### src/rtl/pfd_pkg.sv
package pfd_pkg;
   typedef enum logic [1:0] {
      PFD_REL = 2'd0,
      PFD_UP  = 2'd1,
      PFD_DN  = 2'd2
   } pfd_state_e;
endpackage

### src/rtl/pfd_sync_edge.sv
// Synchronizer chain followed by a rising-edge detector.
module pfd_sync_edge #(
   parameter int STAGES = 2
) (
   input  logic clk,
   input  logic rst,
   input  logic din,
   output logic rise
);
   logic [STAGES-1:0] sh;
   logic              last;

   generate
      if (STAGES == 1) begin : g_one
         always_ff @(posedge clk) begin
            if (rst) sh <= '0;
            else     sh <= din;
         end
      end else begin : g_chain
         always_ff @(posedge clk) begin
            if (rst) sh <= '0;
            else     sh <= {sh[STAGES-2:0], din};
         end
      end
   endgenerate

   always_ff @(posedge clk) begin
      if (rst) last <= 1'b0;
      else     last <= sh[STAGES-1];
   end

   assign rise = sh[STAGES-1] & ~last;
endmodule

### src/rtl/pfd_core.sv
// Three-state detector state machine.
module pfd_core
   import pfd_pkg::*;
(
   input  logic       clk,
   input  logic       rst,
   input  logic       a_rise,
   input  logic       b_rise,
   output pfd_state_e st,
   output pfd_state_e st_nxt
);
   always_comb begin
      st_nxt = st;
      unique case (st)
         PFD_REL: begin
            if (a_rise && !b_rise)      st_nxt = PFD_UP;
            else if (b_rise && !a_rise) st_nxt = PFD_DN;
         end
         PFD_UP: begin
            if (b_rise && !a_rise) st_nxt = PFD_REL;
         end
         PFD_DN: begin
            if (a_rise && !b_rise) st_nxt = PFD_REL;
         end
         default: st_nxt = PFD_REL;
      endcase
   end

   always_ff @(posedge clk) begin
      if (rst) st <= PFD_REL;
      else     st <= st_nxt;
   end
endmodule

### src/rtl/pfd_lock.sv
// Interval length counter and consecutive good-pair counter.
module pfd_lock
   import pfd_pkg::*;
#(
   parameter int WIN_W      = 4,
   parameter int LOCK_PAIRS = 4
) (
   input  logic             clk,
   input  logic             rst,
   input  logic             a_rise,
   input  logic             b_rise,
   input  pfd_state_e       st,
   input  pfd_state_e       st_nxt,
   input  logic [WIN_W-1:0] win,
   output logic             lock
);
   localparam int RUN_W = WIN_W + 1;
   localparam int CNT_W = $clog2(LOCK_PAIRS + 1);
   localparam logic [RUN_W-1:0] RUN_MAX  = '1;
   localparam logic [CNT_W-1:0] CNT_FULL = CNT_W'(LOCK_PAIRS);

   logic [RUN_W-1:0] run_len;
   logic [CNT_W-1:0] pair_cnt;
   logic             closing, coinc, good, too_long;
   logic [RUN_W-1:0] win_ext;

   assign win_ext  = {1'b0, win};
   assign closing  = ((st == PFD_UP) && b_rise) || ((st == PFD_DN) && a_rise);
   assign coinc    = (st == PFD_REL) && a_rise && b_rise;
   assign good     = coinc || (closing && (run_len <= win_ext));
   assign too_long = (st != PFD_REL) && (run_len > win_ext);

   always_ff @(posedge clk) begin
      if (rst) begin
         run_len <= '0;
      end else if (st_nxt == PFD_REL) begin
         run_len <= '0;
      end else if ((st == PFD_REL) || closing) begin
         run_len <= RUN_W'(1);
      end else if (run_len != RUN_MAX) begin
         run_len <= run_len + RUN_W'(1);
      end
   end

   always_ff @(posedge clk) begin
      if (rst || too_long) begin
         pair_cnt <= '0;
      end else if (good && (pair_cnt != CNT_FULL)) begin
         pair_cnt <= pair_cnt + CNT_W'(1);
      end
   end

   assign lock = (pair_cnt == CNT_FULL);
endmodule

### src/rtl/pfd_comparator.sv
module pfd_comparator
   import pfd_pkg::*;
#(
   parameter int SYNC_STAGES = 2,
   parameter int WIN_W       = 4,
   parameter int LOCK_PAIRS  = 4
) (
   input  logic             clk,
   input  logic             rst,
   input  logic             fb_in,
   input  logic             ref_in,
   input  logic [WIN_W-1:0] win_cfg,
   output logic             pd_drive,
   output logic             pd_oe,
   output logic             lock_det
);
   generate
      if (SYNC_STAGES < 1) begin : g_bad_sync
         $error("SYNC_STAGES must be at least 1");
      end
      if (WIN_W < 1 || WIN_W > 16) begin : g_bad_win
         $error("WIN_W must lie in 1..16");
      end
      if (LOCK_PAIRS < 1) begin : g_bad_pairs
         $error("LOCK_PAIRS must be at least 1");
      end
   endgenerate

   logic       fb_rise, ref_rise;
   pfd_state_e st, st_nxt;

   pfd_sync_edge #(.STAGES(SYNC_STAGES)) u_fb_edge (
      .clk(clk), .rst(rst), .din(fb_in), .rise(fb_rise)
   );

   pfd_sync_edge #(.STAGES(SYNC_STAGES)) u_ref_edge (
      .clk(clk), .rst(rst), .din(ref_in), .rise(ref_rise)
   );

   pfd_core u_core (
      .clk(clk), .rst(rst), .a_rise(fb_rise), .b_rise(ref_rise),
      .st(st), .st_nxt(st_nxt)
   );

   pfd_lock #(.WIN_W(WIN_W), .LOCK_PAIRS(LOCK_PAIRS)) u_lock (
      .clk(clk), .rst(rst), .a_rise(fb_rise), .b_rise(ref_rise),
      .st(st), .st_nxt(st_nxt), .win(win_cfg), .lock(lock_det)
   );

   assign pd_oe    = (st != PFD_REL);
   assign pd_drive = (st == PFD_UP);
endmodule

### config.mk
export PLATFORM = sky130hd
export DESIGN_NAME = pfd_comparator
export DESIGN_NICKNAME = d
export VERILOG_FILES = /design/src/rtl/pfd_pkg.sv /design/src/rtl/pfd_sync_edge.sv /design/src/rtl/pfd_core.sv /design/src/rtl/pfd_lock.sv /design/src/rtl/pfd_comparator.sv
export SDC_FILE = /design/constraint.sdc
export NUM_CORES = 1
export LEC_CHECK = 0
export ABC_AREA = 1
export BUFFER_PORTS_ARGS = -buffer_cell sky130_fd_sc_hd__buf_4
export CORE_MARGIN = 8
export CORE_UTILIZATION = 23
export DETAILED_ROUTE_END_ITERATION = 8
export SLEW_MARGIN = 20
export SYNTH_ARGS = -nofsm -noshare
export SYNTH_HDL_FRONTEND = slang
export SYNTH_SLANG_ARGS = --single-unit
### constraint.sdc
create_clock -name clk -period 3.73 [get_ports clk]
set_input_delay 0.373 -clock clk [delete_from_list [all_inputs] [get_ports clk]]
set_output_delay 0.373 -clock clk [all_outputs]
set_load 0.01 [all_outputs]
# Yosys cells after proc, flatten, opt, wreduce, memory -nomap -nowiden
# Cells that the tools add are included.
# op_classes
addsub,2
n_eq_ne,5
shift,0
muxes,7
div_mod_pow,0
n_bitwise,4
n_reduce_logical,21
mul,0
order_cmp,2
# op_table
cell,n
$logic_and 1x1->1,9
$mux 2,4
$pmux 2 s3,1
$add 5x1->5 const B,1
$gt 5x4->1,1
$le 5x4->1,1
$ne 5x5->1 const B,1
$logic_not 2->1,2
$logic_or 1x1->1,4
$reduce_bool 2->1,2
$add 3x1->3 const B,1
$eq 3x3->1 const B,1
$ne 3x3->1 const B,1
$reduce_or 3->1,1
$and 1x1->1,2
$eq 2x1->1 const B,1
$eq 2x2->1 const B,1
$logic_not 1->1,2
$mux 1,2
$not 1->1,2
$reduce_or 2->1,1
# totals
in_bits,8
regBits,16
ramBits,0
out_inout_bits,3
n_memories,0
latchBits,0
elab_cells,49
romBits,0

# Logic depth before layout (Yosys ltp)
# logic_depth
ltp_word,9
mapped_depth,12

# Modules after synthesis
# Synthesis repeated with hierarchy kept, for this count alone.
# hier_totals
cells_unflattened,127
hier_area_um2,912.1
# by_module_without_submodules
module,cells_each,area_per_inst_um2,n_inst,seq_area_each_um2
pfd_lock,85,619.3,1,160.2
pfd_sync_edge,10,86.3,2,60.1
pfd_core,18,102.6,1,40.0
pfd_comparator,4,17.5,1,0.0

# Least setup slack after synthesis
# No wires, ideal clock.
# synth_timing
path_type,reg2reg
start,register u_lock.run_len[0]
end,register u_lock.run_len[3]
path_slack_ns,2.331
setup_time_ns,0.116
path_buffers,0
stages_incl_launch_ff,8
required_time_ns,3.614
arrival_ns,1.283
period_less_slack_ns,1.399
cell_sequence,dfxtp_1 ha_1 and3_1 ha_1 inv_2 nand4_1 xor2_1 nor2_2
# synth_via
elab_chain_cells,1
elab_cells_between_ends,2
classes_between,add/sub: 1; eq/ne: 1
# synth_lines
item,line_no,text
"start, declared",pfd_lock.sv:22,logic [RUN_W-1:0] run_len;
"start signal, assigned",pfd_lock.sv:41,run_len <= run_len + RUN_W'(1);
$add 5x1->5 / $ne 5x5->1 (equally long branches),"pfd_lock.sv:41, pfd_lock.sv:40",
# Parallel ways exist; a longest one is shown, timed or not.
# A chain may end at the register's enable or synchronous reset.

# Worst setup path after layout
# layout_timing
start,register u_lock.pair_cnt[0]
end,output port lock_det
# layout_via
elab_chain_cells,1
# layout_lines
item,line_no,text
"start, declared",pfd_lock.sv:23,logic [CNT_W-1:0] pair_cnt;
"start signal, assigned",pfd_lock.sv:49,pair_cnt <= pair_cnt + CNT_W'(1);
$eq 3x3->1,pfd_lock.sv:53,assign lock = (pair_cnt == CNT_FULL);
"end, declared",pfd_comparator.sv:15,output logic lock_det
# Every way passes these cells.

==> results.json <==
{
  "status": "finished clean",
  "fin_util_pct": 29.0,
  "rsz0062_at_grt": "no",
  "postCtsSetupBuffers": 0,
  "clk_path_buf_depth": 2,
  "yosysMostFrequentCell": "inv_1",
  "final_antenna_net_count": 0,
  "syn_to_final_growth_pct": 21.3,
  "htreeDepth": 1,
  "clkLatencyLatePin_ns": 0.25,
  "grt_max_degree": 10,
  "clock-sinks": 16,
  "ios": 11,
  "postSynthCellCount": 112,
  "grt_pass1_vias": 630,
  "totalWireLength_um": 1410,
  "ys_seq_area_share_pct": 36.6,
  "grt_pass1_wl_um": 2500,
  "synth-seq-cells": 16,
  "synth_top_area_share_pct": 36.6,
  "die_h_um": 77.7,
  "coreArea_um2": 3660,
  "cp-end-kind": "output pin",
  "tns_ns": 0,
  "synth.largest_area_cell": "dfxtp_1",
  "gp_congestion": 0.720,
  "die_w_um": 77.7,
  "worst_pin_slew_ns": 0.337,
  "fin_crit_ns": 1.58,
  "max_freq_ghz": 0.635,
  "slew_viol_final": 0,
  "initial_utilization_pct": 23.9,
  "drt-vias-per-instance": 3.92,
  "nets": 142,
  "antenna_found_initial": 0,
  "min_path_type": "primary input to register",
  "drive_gt1_share_pct": 27.2,
  "synth-async-reset-ratio_pct": 0,
  "synth_nets": 128,
  "root_buffer": "clkbuf_8",
  "min_path_cells": 3,
  "path_max_fanout": 5,
  "ys_top_cells_by_count": "inv_1 (19), nand2_1 (17), dfxtp_1 (16), nor2_1 (11), ha_1 (8)",
  "cap_viol_max_count": 0,
  "drtPass1Iterations": 2,
  "synth.avg_cell_area_um2": 7.81,
  "worst_clock_skew_ns": 0.00411,
  "ctsHoldBuffers": 0,
  "num_rows": 22,
  "synth_edf_count": 0,
  "num-fill-cells": 406,
  "cts_tree": "yes",
  "dieArea_um2": 6030,
  "rrSetupSlack_ns": 2.24,
  "yosys_warnings": 0,
  "r2r_start": "u_lock.run_len[0]",
  "endpoint": "lock_det",
  "cts_made_buffers": 3,
  "post_drt_wl_per_cell_um": 8.16,
  "track_usage_pct": 5.10,
  "ys.flop_type": "dfxtp_1",
  "io_buffers": 10,
  "pwr_density_cell_nw_per_um2": 347,
  "worstPathArrival_ns": 1.20,
  "setup_viol": 0,
  "finalHoldViolCount": 0,
  "grt-ovfl-total": 0,
  "irDropWorstVdd_mv": 0.192,
  "clk_pin_slew_worst_paths_ns": 0.06,
  "start_kind": "register",
  "dr.first_iter.drc_count": 9,
  "synthTopCellsByArea": "dfxtp_1 (37%), ha_1 (11%), inv_1 (8.2%)",
  "vias": 679,
  "drc": 0,
  "leakagePower_uw": 0.000504,
  "r2r_cells": 7,
  "post_cts_resized": 0,
  "relSlewSlack_pct": 77.3,
  "syn_area_um2": 875,
  "synth_cell_types": 22,
  "critPathLaunch": "u_lock.pair_cnt[0]",
  "critical_path_class": "register to output pin",
  "reg2reg_to": "u_lock.run_len[3]",
  "hpwl_um": 1170,
  "pre_cts_ws_ns": 2.12,
  "fin_ws_ns": 2.15,
  "n_antenna_cell": 0,
  "cp_data_required_time_ns": 3.36,
  "post-route-period-util_pct": 42.2
}
-- through the flow --
stage | power [uW] | cells | hold WS (ns) | area [um2]
finish | 368 | 173 | 0.323 | 1060
global route | 389 | 173 | 0.327 | 1060
CTS | 376 | 173 | 0.319 | 1060
detailed placement | 221 | 169 | 0.394 | 1010
global placement | 221 | 169 | 0.389 | 1010
floorplan | 209 | 112 | 0.388 | 875
-- worst min-delay path by stage --
stage	start	endpoint	slack [ns]
5_1_grt	fb_in	u_fb_edge.sh[0]	0.33
3_5_place_dp	u_fb_edge.sh[0]	u_fb_edge.sh[1]	0.39
3_3_place_gp	u_fb_edge.sh[0]	u_fb_edge.sh[1]	0.39
4_1_cts	fb_in	u_fb_edge.sh[0]	0.32
6_report	fb_in	u_fb_edge.sh[0]	0.32
2_1_floorplan	u_fb_edge.sh[0]	u_fb_edge.sh[1]	0.39
-- flip-flops by register name, indices dropped and copies added, names as in the netlist --
name             count
u_ref_edge.sh        2
u_lock.pair_cnt      3
u_core.st            2
u_lock.run_len       5
u_fb_edge.last       1
u_fb_edge.sh         2
u_ref_edge.last      1
-- where the power goes --
group	total (uW)	internal [uW]	switching, uW	leakage, uW
clock network	152	93.6	58.1	0.0000288
logic	37.6	16.4	21.2	0.000345
registers	179	176	3.14	0.000130
total	368	286	82.5	0.000504
-- logic make-up after synthesis --
group | Yosys count | share of synthesized area (%)
and+or+nand+nor | 49 | 29.5
xor gates and xnor gates | 4 | 4.01
buffers and inverters | 25 | 10.7
adders and majority gates | 8 | 11.4
DFF | 16 | 36.6
AOI/OAI and AO/OA | 10 | 7.73
-- cell usage in the layout, fill, tap and decap left out, types with 2 or more instances in the layout --
cell | netlist | layout
dfxtp_1 | 16 | 16
xor2_1 | 4 | 4
nand4_1 | 2 | 2
o21ai_2 | 2 | 2
inv_1 | 19 | 19
a21oi_2 | 2 | 2
nor2_4 | 2 | 2
a21oi_1 | 4 | 4
nand2_2 | 5 | 5
nand3_1 | 6 | 6
clkbuf_8 | 0 | 4
buf_4 | 0 | 10
nor2_2 | 2 | 2
nand3_2 | 2 | 2
nor2_1 | 11 | 11
nand2_1 | 17 | 17
ha_1 | 8 | 8
inv_2 | 4 | 4
-- cell type report --
| cell class | instances | area, um2 | share of cell area (%) |
|---|---|---|---|
| Sequential cell | 16 | 320 | 30.2 |
| Multi-Input combinational cell | 71 | 460 | 43.4 |
| Tap cell | 48 | 60.1 | 5.66 |
| Timing Repair Buffer | 10 | 75.1 | 7.08 |
| Inverter | 24 | 90.1 | 8.49 |
| Clock buffer | 4 | 55.1 | 5.19 |
-- worst max-delay path, cell delays in order (launching register included) --
cell	delay [ns]
dfxtp_1	0.35
inv_1	0.06
ha_1	0.19
nand2_1	0.15
inv_1	0.06
buf_4	0.14
-- routing by layer --
layer	vias up	global-route usage, %	wire length [um]
li1	372	-	-
met1	296	5.53	688
met2	9	7.85	624
met3	2	2.65	79
met4	0	2.83	21
met5	-	0	0
Note: power is estimated with default switching activity, not from simulation.
